File: src/rtl/ptc_pkg.sv
package ptc_pkg;

  localparam int CODE_BITS = 3;
  localparam int BCW       = $clog2(CODE_BITS);

  // bit 2: first received (flag), bit 1: timing (1 = early half), bit 0: direction
  typedef struct packed {
    logic flag;
    logic early;
    logic rise;
  } ptc_code_t;

  function automatic ptc_code_t to_code(input logic [CODE_BITS-1:0] raw);
    return ptc_code_t'(raw);
  endfunction

  // the half-slot matches when the timing bit agrees with the phase level
  function automatic logic slot_hit(input logic early, input logic first_half);
    return ~(early ^ first_half);
  endfunction

  function automatic logic group_last(input logic [BCW-1:0] cnt);
    return cnt == BCW'(CODE_BITS - 1);
  endfunction

endpackage

File: src/rtl/ptc_timebase.sv
module ptc_timebase #(
  parameter int HALF_LEN = 8
) (
  input  logic clk,
  input  logic rst_n,
  output logic half_stb,
  output logic period_start,
  output logic first_half,
  output logic slot_pulse
);
  localparam int CW = (HALF_LEN > 1) ? $clog2(HALF_LEN) : 1;
  localparam logic [CW-1:0] LAST = CW'(HALF_LEN - 1);

  logic [CW-1:0] cnt;

  assign half_stb     = (cnt == LAST);
  assign period_start = half_stb & ~first_half;

  always_ff @(posedge clk) begin
    if (!rst_n) begin
      cnt        <= '0;
      first_half <= 1'b0;
      slot_pulse <= 1'b0;
    end else begin
      slot_pulse <= half_stb;
      if (half_stb) begin
        cnt        <= '0;
        first_half <= ~first_half;
      end else begin
        cnt <= cnt + 1'b1;
      end
    end
  end
endmodule

File: src/rtl/ptc_deframer.sv
module ptc_deframer
  import ptc_pkg::*;
(
  input  logic           clk,
  input  logic           rst_n,
  input  logic           code_bit,
  input  logic           code_vld,
  input  logic           period_start,
  output ptc_code_t      active,
  output logic [BCW-1:0] bit_cnt,
  output logic           grp_done
);
  logic [CODE_BITS-1:0] shreg;
  ptc_code_t            pend;
  logic                 pend_v;

  assign grp_done = code_vld & group_last(bit_cnt);

  always_ff @(posedge clk) begin
    if (!rst_n) begin
      shreg   <= '0;
      bit_cnt <= '0;
      pend    <= '0;
      pend_v  <= 1'b0;
      active  <= '0;
    end else begin
      if (code_vld) begin
        shreg   <= {shreg[CODE_BITS-2:0], code_bit};
        bit_cnt <= grp_done ? '0 : bit_cnt + 1'b1;
      end
      if (grp_done)
        pend <= to_code({shreg[CODE_BITS-2:0], code_bit});
      if (period_start) begin
        active <= pend_v ? pend : '0;
        pend_v <= grp_done;
      end else if (grp_done) begin
        pend_v <= 1'b1;
      end
    end
  end
endmodule

File: src/rtl/ptc_slot_gen.sv
module ptc_slot_gen
  import ptc_pkg::*;
(
  input  logic      clk,
  input  logic      rst_n,
  input  logic      slot_pulse,
  input  logic      first_half,
  input  ptc_code_t active,
  output logic      upd,
  output logic      dout
);
  assign upd = slot_pulse & active.flag & slot_hit(active.early, first_half);

  always_ff @(posedge clk) begin
    if (!rst_n)   dout <= 1'b0;
    else if (upd) dout <= active.rise;
  end
endmodule

File: src/rtl/ptc_decoder.sv
module ptc_decoder
  import ptc_pkg::*;
#(
  parameter int HALF_LEN = 8
) (
  input  logic clk,
  input  logic rst_n,
  input  logic code_bit_i,
  input  logic code_vld_i,
  output logic dout_o,
  output logic phase_o
);
  logic           half_stb;
  logic           period_start;
  logic           first_half;
  logic           slot_pulse;
  logic           upd;
  logic           grp_done;
  logic [BCW-1:0] bit_cnt;
  ptc_code_t      active;

  ptc_timebase #(.HALF_LEN(HALF_LEN)) u_tb (
    .clk          (clk),
    .rst_n        (rst_n),
    .half_stb     (half_stb),
    .period_start (period_start),
    .first_half   (first_half),
    .slot_pulse   (slot_pulse)
  );

  ptc_deframer u_df (
    .clk          (clk),
    .rst_n        (rst_n),
    .code_bit     (code_bit_i),
    .code_vld     (code_vld_i),
    .period_start (period_start),
    .active       (active),
    .bit_cnt      (bit_cnt),
    .grp_done     (grp_done)
  );

  ptc_slot_gen u_sg (
    .clk        (clk),
    .rst_n      (rst_n),
    .slot_pulse (slot_pulse),
    .first_half (first_half),
    .active     (active),
    .upd        (upd),
    .dout       (dout_o)
  );

  assign phase_o = first_half;
endmodule

File: config.mk
export PLATFORM = sky130hd
export DESIGN_NAME = ptc_decoder
export DESIGN_NICKNAME = d
export VERILOG_FILES = /design/src/rtl/ptc_pkg.sv /design/src/rtl/ptc_timebase.sv /design/src/rtl/ptc_deframer.sv /design/src/rtl/ptc_slot_gen.sv /design/src/rtl/ptc_decoder.sv
export SDC_FILE = /design/constraint.sdc
export NUM_CORES = 1
export LEC_CHECK = 0
export BUFFER_PORTS_ARGS = -buffer_cell sky130_fd_sc_hd__buf_2
export CORE_UTILIZATION = 40
export DETAILED_ROUTE_END_ITERATION = 16
export SLEW_MARGIN = 5
export SYNTH_ARGS = -nofsm -noshare
export SYNTH_HDL_FRONTEND = slang
export SYNTH_SLANG_ARGS = --single-unit
File: constraint.sdc
create_clock -name clk -period 1.6 [get_ports clk]
set_clock_uncertainty 0.15 [all_clocks]
set_input_delay 0 -clock clk [delete_from_list [all_inputs] [get_ports clk]]
set_output_delay 0 -clock clk [all_outputs]
set_load 0.01 [all_outputs]
### After elaboration in Yosys (flattened, before gate mapping)

Cells that the tools add are included.

| storage, ports and cells | value |
|---|---|
| register bits | 17 |
| input bits | 4 |
| output and inout bits | 2 |
| word-level logic and storage cells | 31 |

| operators by class | value |
|---|---|
| add/subtract/negate cells | 2 |
| equality and inequality tests | 2 |
| multiplexer cells | 4 |
| bitwise gates (word level) | 8 |
| reductions and logical operators | 2 |

Operator list:

| operator | count |
|---|---|
| 1-bit bitwise AND | 4 |
| 3-bit by 1-bit adder with 3-bit output, second input constant | 1 |
| 3-bit equality test, second input constant | 1 |
| 3-bit two-way mux | 1 |
| 1-bit NOT | 3 |
| 2-bit by 1-bit adder with 2-bit output, second input constant | 1 |
| 2-bit equality test, second input constant | 1 |
| 1-bit two-way mux | 2 |
| 2-bit two-way mux | 1 |
| 2-bit nonzero test | 1 |
| 2-bit OR reduction | 1 |
| 1-bit bitwise XOR | 1 |

### Depth between registers and ports, before layout

Gate-level depths: netlist of run 1.

| logic depth | value |
|---|---|
| depth after elaboration | 4 |
| depth in mapped cells | 5 |
| depth with buffers taken out | 5 |

### Modules after synthesis

A second synthesis of run 1 with hierarchy kept.

| unflattened totals | value |
|---|---|
| cells, all modules | 67 |
| area total of the unflattened synthesis | 699.4 µm² |

Modules (own cells, without submodules):

| module | instances | cells each | area an instance (µm²) | sequential area each (µm²) |
|---|---|---|---|---|
| ptc_deframer | 1 | 46 | 445.4 | 220.2 |
| ptc_timebase | 1 | 15 | 196.4 | 100.1 |
| ptc_slot_gen | 1 | 6 | 57.6 | 20.0 |

### Worst setup path before layout of run 1

No wires, ideal clock.

| path | value |
|---|---|
| path kind | flip-flop to flip-flop |
| from | reg u_tb.cnt[0] |
| to | reg u_df.active[0] (netlist name) |
| setup time | 0.116 ns |
| arrival time | 1.006 ns |
| required time | 1.334 ns |
| path slack | 0.328 ns |
| stages on the path, launching flop included | 6 |
| buffers on the path | 0 |
| period minus slack after synthesis | 1.272 ns |
| cell sequence | dfxtp_1 > ha_1 > ha_1 > and2b_1 > nand3_1 > a21boi_1 |

| on the way | value |
|---|---|
| cells in the longest elaborated chain, start to end | 2 |

RTL lines:

| item | line | source |
|---|---|---|
| start, declared | ptc_timebase.sv:14 | `logic [CW-1:0] cnt;` |
| start signal, assigned | ptc_timebase.sv:30 | `cnt <= cnt + 1'b1;` |
| 3-bit equality test | ptc_timebase.sv:16 | `assign half_stb = (cnt == LAST);` |
| net half_stb | ptc_decoder.sv:13 | `logic half_stb;` |
| 1-bit bitwise AND | ptc_timebase.sv:17 | `assign period_start = half_stb & ~first_half;` |

The timed path passes the listed nets, and every way through them passes these cells.
A chain may end at the register's enable or synchronous reset.

==> results of run 1 <==
## sequential cells by signal, summed over array words and instances, names as in the netlist
name,flops
u_df.active,3
u_df.bit_cnt,2
u_df.pend,3
u_df.pend_v,1
u_df.shreg,2
u_sg.dout,1
u_tb.cnt,3
u_tb.first_half,1
u_tb.slot_pulse,1
## power groups by stage
stage          registers, mW  clock network [mW]  logic (mW)
3_3_place_gp           0.455                   0      0.0412
6_report               0.446               0.226      0.0484
3_5_place_dp           0.455                   0      0.0420
2_1_floorplan          0.453                   0      0.0333
5_1_grt                0.448               0.255      0.0561
4_1_cts                0.446               0.238      0.0493
## final cells by class
type | instances | share of cell area, %
tap | 16 | 2.60
timing repair buffer | 9 | 8.46
clock buffer | 4 | 3.41
multi-input combinational | 43 | 41.3
sequential | 17 | 44.2
## cell usage after synthesis
master    count
dfxtp_1      17
o21a_1        1
xnor2_1       1
nand3_1       4
ha_1          2
and2b_1       1
mux2i_1       7
a21boi_1      5
nand2_1       7
nor2b_1       6
and2_1        2
nand2b_1      2
and3b_1       2
nor3b_1       2
nand3b_4      1
buf_2         1
buf_4         1
## cells by family (layout without fill, tap and decap cells)
group	after synthesis	in the layout
xor+xnor	1	1
fa+ha+maj	2	2
compound gates	6	6
flops	17	17
simple gates	27	27
mux	7	7
buf+inv	2	13
## stage by stage
| stage | hold slack [ns] | cells | area, um^2 | util [%] | power [mW] |
|---|---|---|---|---|---|
| 3_5_place_dp | 0.133 | 81 | 703 | 45.6 | 0.497 |
| 2_1_floorplan | 0.000114 | 62 | 671 | - | 0.486 |
| 3_3_place_gp | 0.128 | 81 | 703 | 45.6 | 0.496 |
| 5_1_grt | 0.302 | 89 | 769 | 49.9 | 0.759 |
| 4_1_cts | 0.280 | 89 | 769 | 49.9 | 0.733 |
| 6_report | 0.279 | 89 | 769 | 49.9 | 0.720 |
## what timing repair did
action	CTS	global route
setup buffers	0	0
hold endpoints to repair	17	0
hold buffers	4	0
resized for setup	0	0
## metal layers
layer  GRT usage, %  share of wire (%)  vias up
met5              0                  0        -
met4           5.45                  0        0
met3           6.38                2.7        0
met2           18.2                 44        5
met1           19.1                 54      191
li1               -                  -      232
## final timing paths
path,end,slack (ns),start,cells after the start
max,u_df.shreg[0],0.12,code_vld_i,5
min,u_tb.cnt[0],0.28,u_tb.cnt[0],1
max reg2reg,u_df.active[2],0.21,u_tb.cnt[0],5
min reg2reg,u_tb.cnt[0],0.28,u_tb.cnt[0],1
## worst register-to-register path, stage by stage (launching register included)
cell      delay, ns
dfxtp_1        0.32
ha_1           0.19
ha_1           0.25
nand2b_1       0.20
nand2_1        0.08
a21boi_1       0.13
==> run_results.csv, run 1 <==
group,metric,value,unit
synth,syn_area,671,um^2
final_layout,nets,80,
detailed_routing,drc_errors,0,
power,switching_share,21.8,%
detailed_routing,drt_iter0_markers,0,
timing,finalCritPeriodShare,92.5,%
synth,yosys.area_share.simple,25.2,%
timing,setup_violations,0,
floorplan,dieWidth,42.9,um
timing,layout_setup_ws,0.120,ns
clocking,cts_root_buf,"clkbuf_4",
detailed_routing,wl,981,um
synth,synth-compound-area-share,6.72,%
power,p_leak,0.347,nW
worst_setup_path,worst_path_largest_cell_delay,0.55,ns
final_layout,most-common-layout-cells,"dfxtp_1, nand2_1, mux2i_1",
final_layout,diodes,0,
synth,synth_top_cell_area_share,50.7,%
global_route,grt_max_degree,19,
timing,finalSetupTns,0,ns
flow_run,drv_cap,0,
worst_setup_path,worstPathArrival,1.51,ns
synth,synthDistinctLibCells,17,
synth,synthMuxAreaShare,10.4,%
final_layout,layout_commonest_cell,"dfxtp_1",
detailed_routing,first_pass_iters,1,
clocking,worstSkewPairLatency,0.29,ns
final_layout,multi_input_area,318,um^2
power,pwr-share-seq,61.9,%
placed_design,preCtsSetupSlack,0.226,ns
synth,synth_fa_ha_area_share,3.73,%
power,p_per_area,936,nW/um^2
global_route,grt_usage,13.7,%
final_layout,area_growth,14.7,%
worst_setup_path,path_cells,"dlygate4sd3_1 -> buf_2 -> mux2i_1 -> nor2b_1 -> dlygate4sd3_1",
floorplan,core,1540,um^2
min_path,hold_path.class,"flip-flop to flip-flop",
synth,synth_nets,68,
status,status,"finished clean",
synth,synth_top_family_by_area,"simple AND/OR/NAND/NOR gates",
placed_design,hpwlAfterDp,668,um
power,p_clk_share,31.4,%
floorplan,dieArea,1840,um^2
worst_setup_path,cp_num_buf_inv,3,
power,power_frac_comb,6.7,%
worst_setup_path,critPathMostFrequentCell,"dlygate4sd3_1",
worst_setup_path,required,1.63,ns
floorplan,die_h,42.9,um
power,vdd_ir_drop_max,0.000563,V
worst_setup_path,slowest_stage,"dlygate4sd3_1",
worst_setup_path,start_kind,"primary input",
clocking,cts_tree,"yes",
placed_design,io_buffers,5,
final_layout,regArea,340,um^2
detailed_routing,wl_per_cell,11.0,um
timing,layout_min_cycle_time,1.48,ns
floorplan,ioPinCount,6,
synth,synth_seq_cells,17,
timing,rsz0062_at_grt,"no",
synth,syn_inst,62,
clocking,cts_buffers,3,
floorplan,initial_utilization,43.5,%
clocking,clkTransAtPathRegs,0.09,ns
floorplan,std_cell_rows,14,
global_route,grt_pass1_vias,391,
synth,yosysSeqAreaShare,50.7,%
final_layout,drive_gt1_share,12.3,%
global_route,overflow,0,
global_route,grt_antenna_before_repair,0,
timing,max_slew_margin,83.3,%
timing,fmax,0.675,GHz
global_route,grt_pass1_wl,1.81,mm
worst_setup_path,critPathTopFamily,"buffers and inverters",
worst_setup_path,cp-end-kind,"flip-flop",
timing,slew_viol_final,0,
clocking,clockBufferDepth,2,
detailed_routing,ant_nets,0,
synth,yosys.area.top_type,"dfxtp_1",
detailed_routing,vias,428,
detailed_routing,viasPerCell,4.81,
synth,ys_top_cells_by_area,"dfxtp_1, mux2i_1, a21boi_1",
power,internal_power,0.563,mW
placed_design,place_congestion,0.653,
timing,tightestPinTransition,0.250,ns
synth,yosysWarnings,0,
power,power_switching,0.157,mW
worst_setup_path,crit_type,"primary input to flip-flop",
synth,avgSynthCellArea,10.8,um^2
timing,hold_viol,0,
clocking,cts.sinks,17,
synth,yosys.area_share.xor_xnor,1.31,%
clocking,htree_levels,1,
worst_setup_path,path_max_fanout,7,
final_layout,n_fill_cell,152,
Power figures use the tool's default switching activity.
==> run 2, diff against run 1 <==
--- a/config.mk
+++ b/config.mk
@@ -8,6 +8,7 @@
 export BUFFER_PORTS_ARGS = -buffer_cell sky130_fd_sc_hd__buf_2
 export CORE_UTILIZATION = 40
 export DETAILED_ROUTE_END_ITERATION = 16
+export GPL_TIMING_DRIVEN = 0
 export SLEW_MARGIN = 5
 export SYNTH_ARGS = -nofsm -noshare
 export SYNTH_HDL_FRONTEND = slang
==> run 2 against run 1 <==
Routed wire length shrank 2.4%. Clock power hardly changed. Core utilization is 0.081 points lower. Highest routed layer is now met4. Register-to-register slack is essentially flat. First-iteration DRC count is 1 higher. Largest cell class unchanged. Critical path type is now flip-flop to flip-flop. Count of clock-buffer cells in the layout decreased by 1.
==> run_results.csv, run 2 (synthesized netlist as in run 1, its figures left out) <==
group,metric,value,unit
floorplan,std_cell_rows,14,
final_layout,n_fill_cell,155,
clocking,cts_root_buf,"clkbuf_4",
worst_setup_path,critPathMostFrequentCell,"ha_1",
placed_design,io_buffers,4,
worst_setup_path,path_cells,"ha_1 -> ha_1 -> nand2b_1 -> nand2_1 -> a21boi_1",
clocking,worstSkewPairLatency,0.29,ns
timing,finalCritPeriodShare,86.3,%
floorplan,dieWidth,42.9,um
global_route,grt_pass1_vias,446,
worst_setup_path,path_max_fanout,7,
timing,finalSetupTns,0,ns
timing,fmax,0.724,GHz
final_layout,most-common-layout-cells,"dfxtp_1, nand2_1, mux2i_1",
timing,slew_viol_final,0,
global_route,grt_usage,13.3,%
power,fin_total_pwr,0.717,mW
floorplan,initial_utilization,43.5,%
global_route,overflow,0,
placed_design,place_congestion,0.639,
worst_setup_path,start_kind,"flip-flop",
worst_setup_path,reg2reg_depth,5,
clocking,cts_tree,"yes",
final_layout,diodes,0,
placed_design,placed_area,711,um^2
power,vdd_ir_drop_max,0.000600,V
final_layout,drive_gt1_share,15.1,%
final_layout,area_growth,14.6,%
worst_setup_path,crit_type,"flip-flop to flip-flop",
worst_setup_path,required,1.68,ns
worst_setup_path,r2r-start,"u_tb.cnt[0]",
power,p_per_area,933,nW/um^2
min_path,hold_start,"u_tb.cnt[0]",
min_path,holdPathEnd,"u_tb.cnt[0]",
timing,max_slew_margin,86.5,%
timing,holdWs,0.284,ns
floorplan,dieArea,1840,um^2
detailed_routing,viasPerCell,4.90,
min_path,min_path_cells,1,
worst_setup_path,reg2reg_to,"u_df.pend_v",
timing,setup_violations,0,
global_route,grt_max_degree,11,
floorplan,die_h,42.9,um
worst_setup_path,crit_cells,5,
worst_setup_path,r2r_slack,0.22,ns
floorplan,core,1540,um^2
detailed_routing,vias,436,
worst_setup_path,cp_num_buf_inv,0,
clocking,clkTransAtPathRegs,0.10,ns
detailed_routing,drc_errors,0,
clocking,cts.sinks,17,
floorplan,ioPinCount,6,
final_layout,layout_commonest_cell,"dfxtp_1",
clocking,htree_levels,1,
final_layout,nets,80,
min_path,hold_path.class,"flip-flop to flip-flop",
timing,hold_viol,0,
power,p_leak,0.348,nW
detailed_routing,wl_per_cell,10.8,um
flow_run,drv_cap,0,
worst_setup_path,worst_path_largest_cell_delay,0.33,ns
detailed_routing,first_pass_iters,2,
clocking,cts_buffers,3,
worst_setup_path,cp-end-kind,"flip-flop",
global_route,grt_antenna_before_repair,0,
worst_setup_path,critPathTopFamily,"adder cells",
final_layout,reg_top3,"u_df.active x3, u_df.pend x3, u_tb.cnt x3",
timing,layout_min_cycle_time,1.38,ns
detailed_routing,ant_nets,0,
global_route,grt_pass1_wl,1.81,mm
final_layout,regArea,340,um^2
final_layout,multi_input_area,318,um^2
timing,rsz0062_at_grt,"no",
final_layout,finalInstanceArea,768,um^2
status,status,"finished clean",
worst_setup_path,worstPathArrival,1.46,ns
clocking,clockBufferDepth,2,
detailed_routing,drt_iter0_markers,1,
worst_setup_path,slowest_stage,"dfxtp_1",
clocking,post_cts_buffers,0,
detailed_routing,wl,957,um
timing,tightestPinTransition,0.202,ns
run 2: metal layers:
layer	global-route usage (%)	up-vias	share of wire, %
met5	0	-	0
met4	5.45	0	1.0
met3	6.38	2	4.7
met2	21.2	6	45
met1	15.3	197	49
li1	-	231	-
run 2: worst max-delay path by stage:
stage	endpoint	slack (ns)	start
finish	u_df.pend_v	0.22	u_tb.cnt[0]
global route	u_df.active[1]	0.12	u_tb.cnt[0]
CTS	u_df.active[1]	0.20	u_tb.cnt[0]
detailed placement	u_df.pend_v	0.23	u_tb.cnt[0]
global placement	u_df.active[2]	0.23	u_tb.cnt[0]
floorplan	u_df.active[0]	0.33	u_tb.cnt[0]
run 2: where the power goes:
| part | internal, mW | switching (mW) | total, mW |
|---|---|---|---|
| combinational | 0.0293 | 0.0190 | 0.0483 |
| clock | 0.0929 | 0.131 | 0.223 |
| sequential | 0.437 | 0.00823 | 0.445 |
| total | 0.559 | 0.158 | 0.717 |
run 2: what timing repair did:
action	in CTS	in global routing
resized for setup	0	0
hold endpoints to repair	13	0
hold buffers	3	0
run 2: final cells by class:
class / instances / area share [%]
buffer: 2 / 1.63
clock buffer: 3 / 2.93
clock inverter: 1 / 0.651
multi-input combinational: 43 / 41.4
sequential: 17 / 44.3
tap: 16 / 2.61
timing repair buffer: 7 / 6.51
run 2: per-stage QoR:
stage	setup WS [ns]	util, %	instances
floorplan	0.328	-	62
global placement	0.235	46.1	82
detailed placement	0.231	46.1	82
CTS	0.195	49.8	89
global route	0.122	49.8	89
finish	0.220	49.8	89
run 2: worst register-to-register path, cell delays in order, from the launching register on:
cell	delay [ns]
dfxtp_1	0.33
ha_1	0.19
ha_1	0.25
nand2b_1	0.20
nand2_1	0.08
a21boi_1	0.13
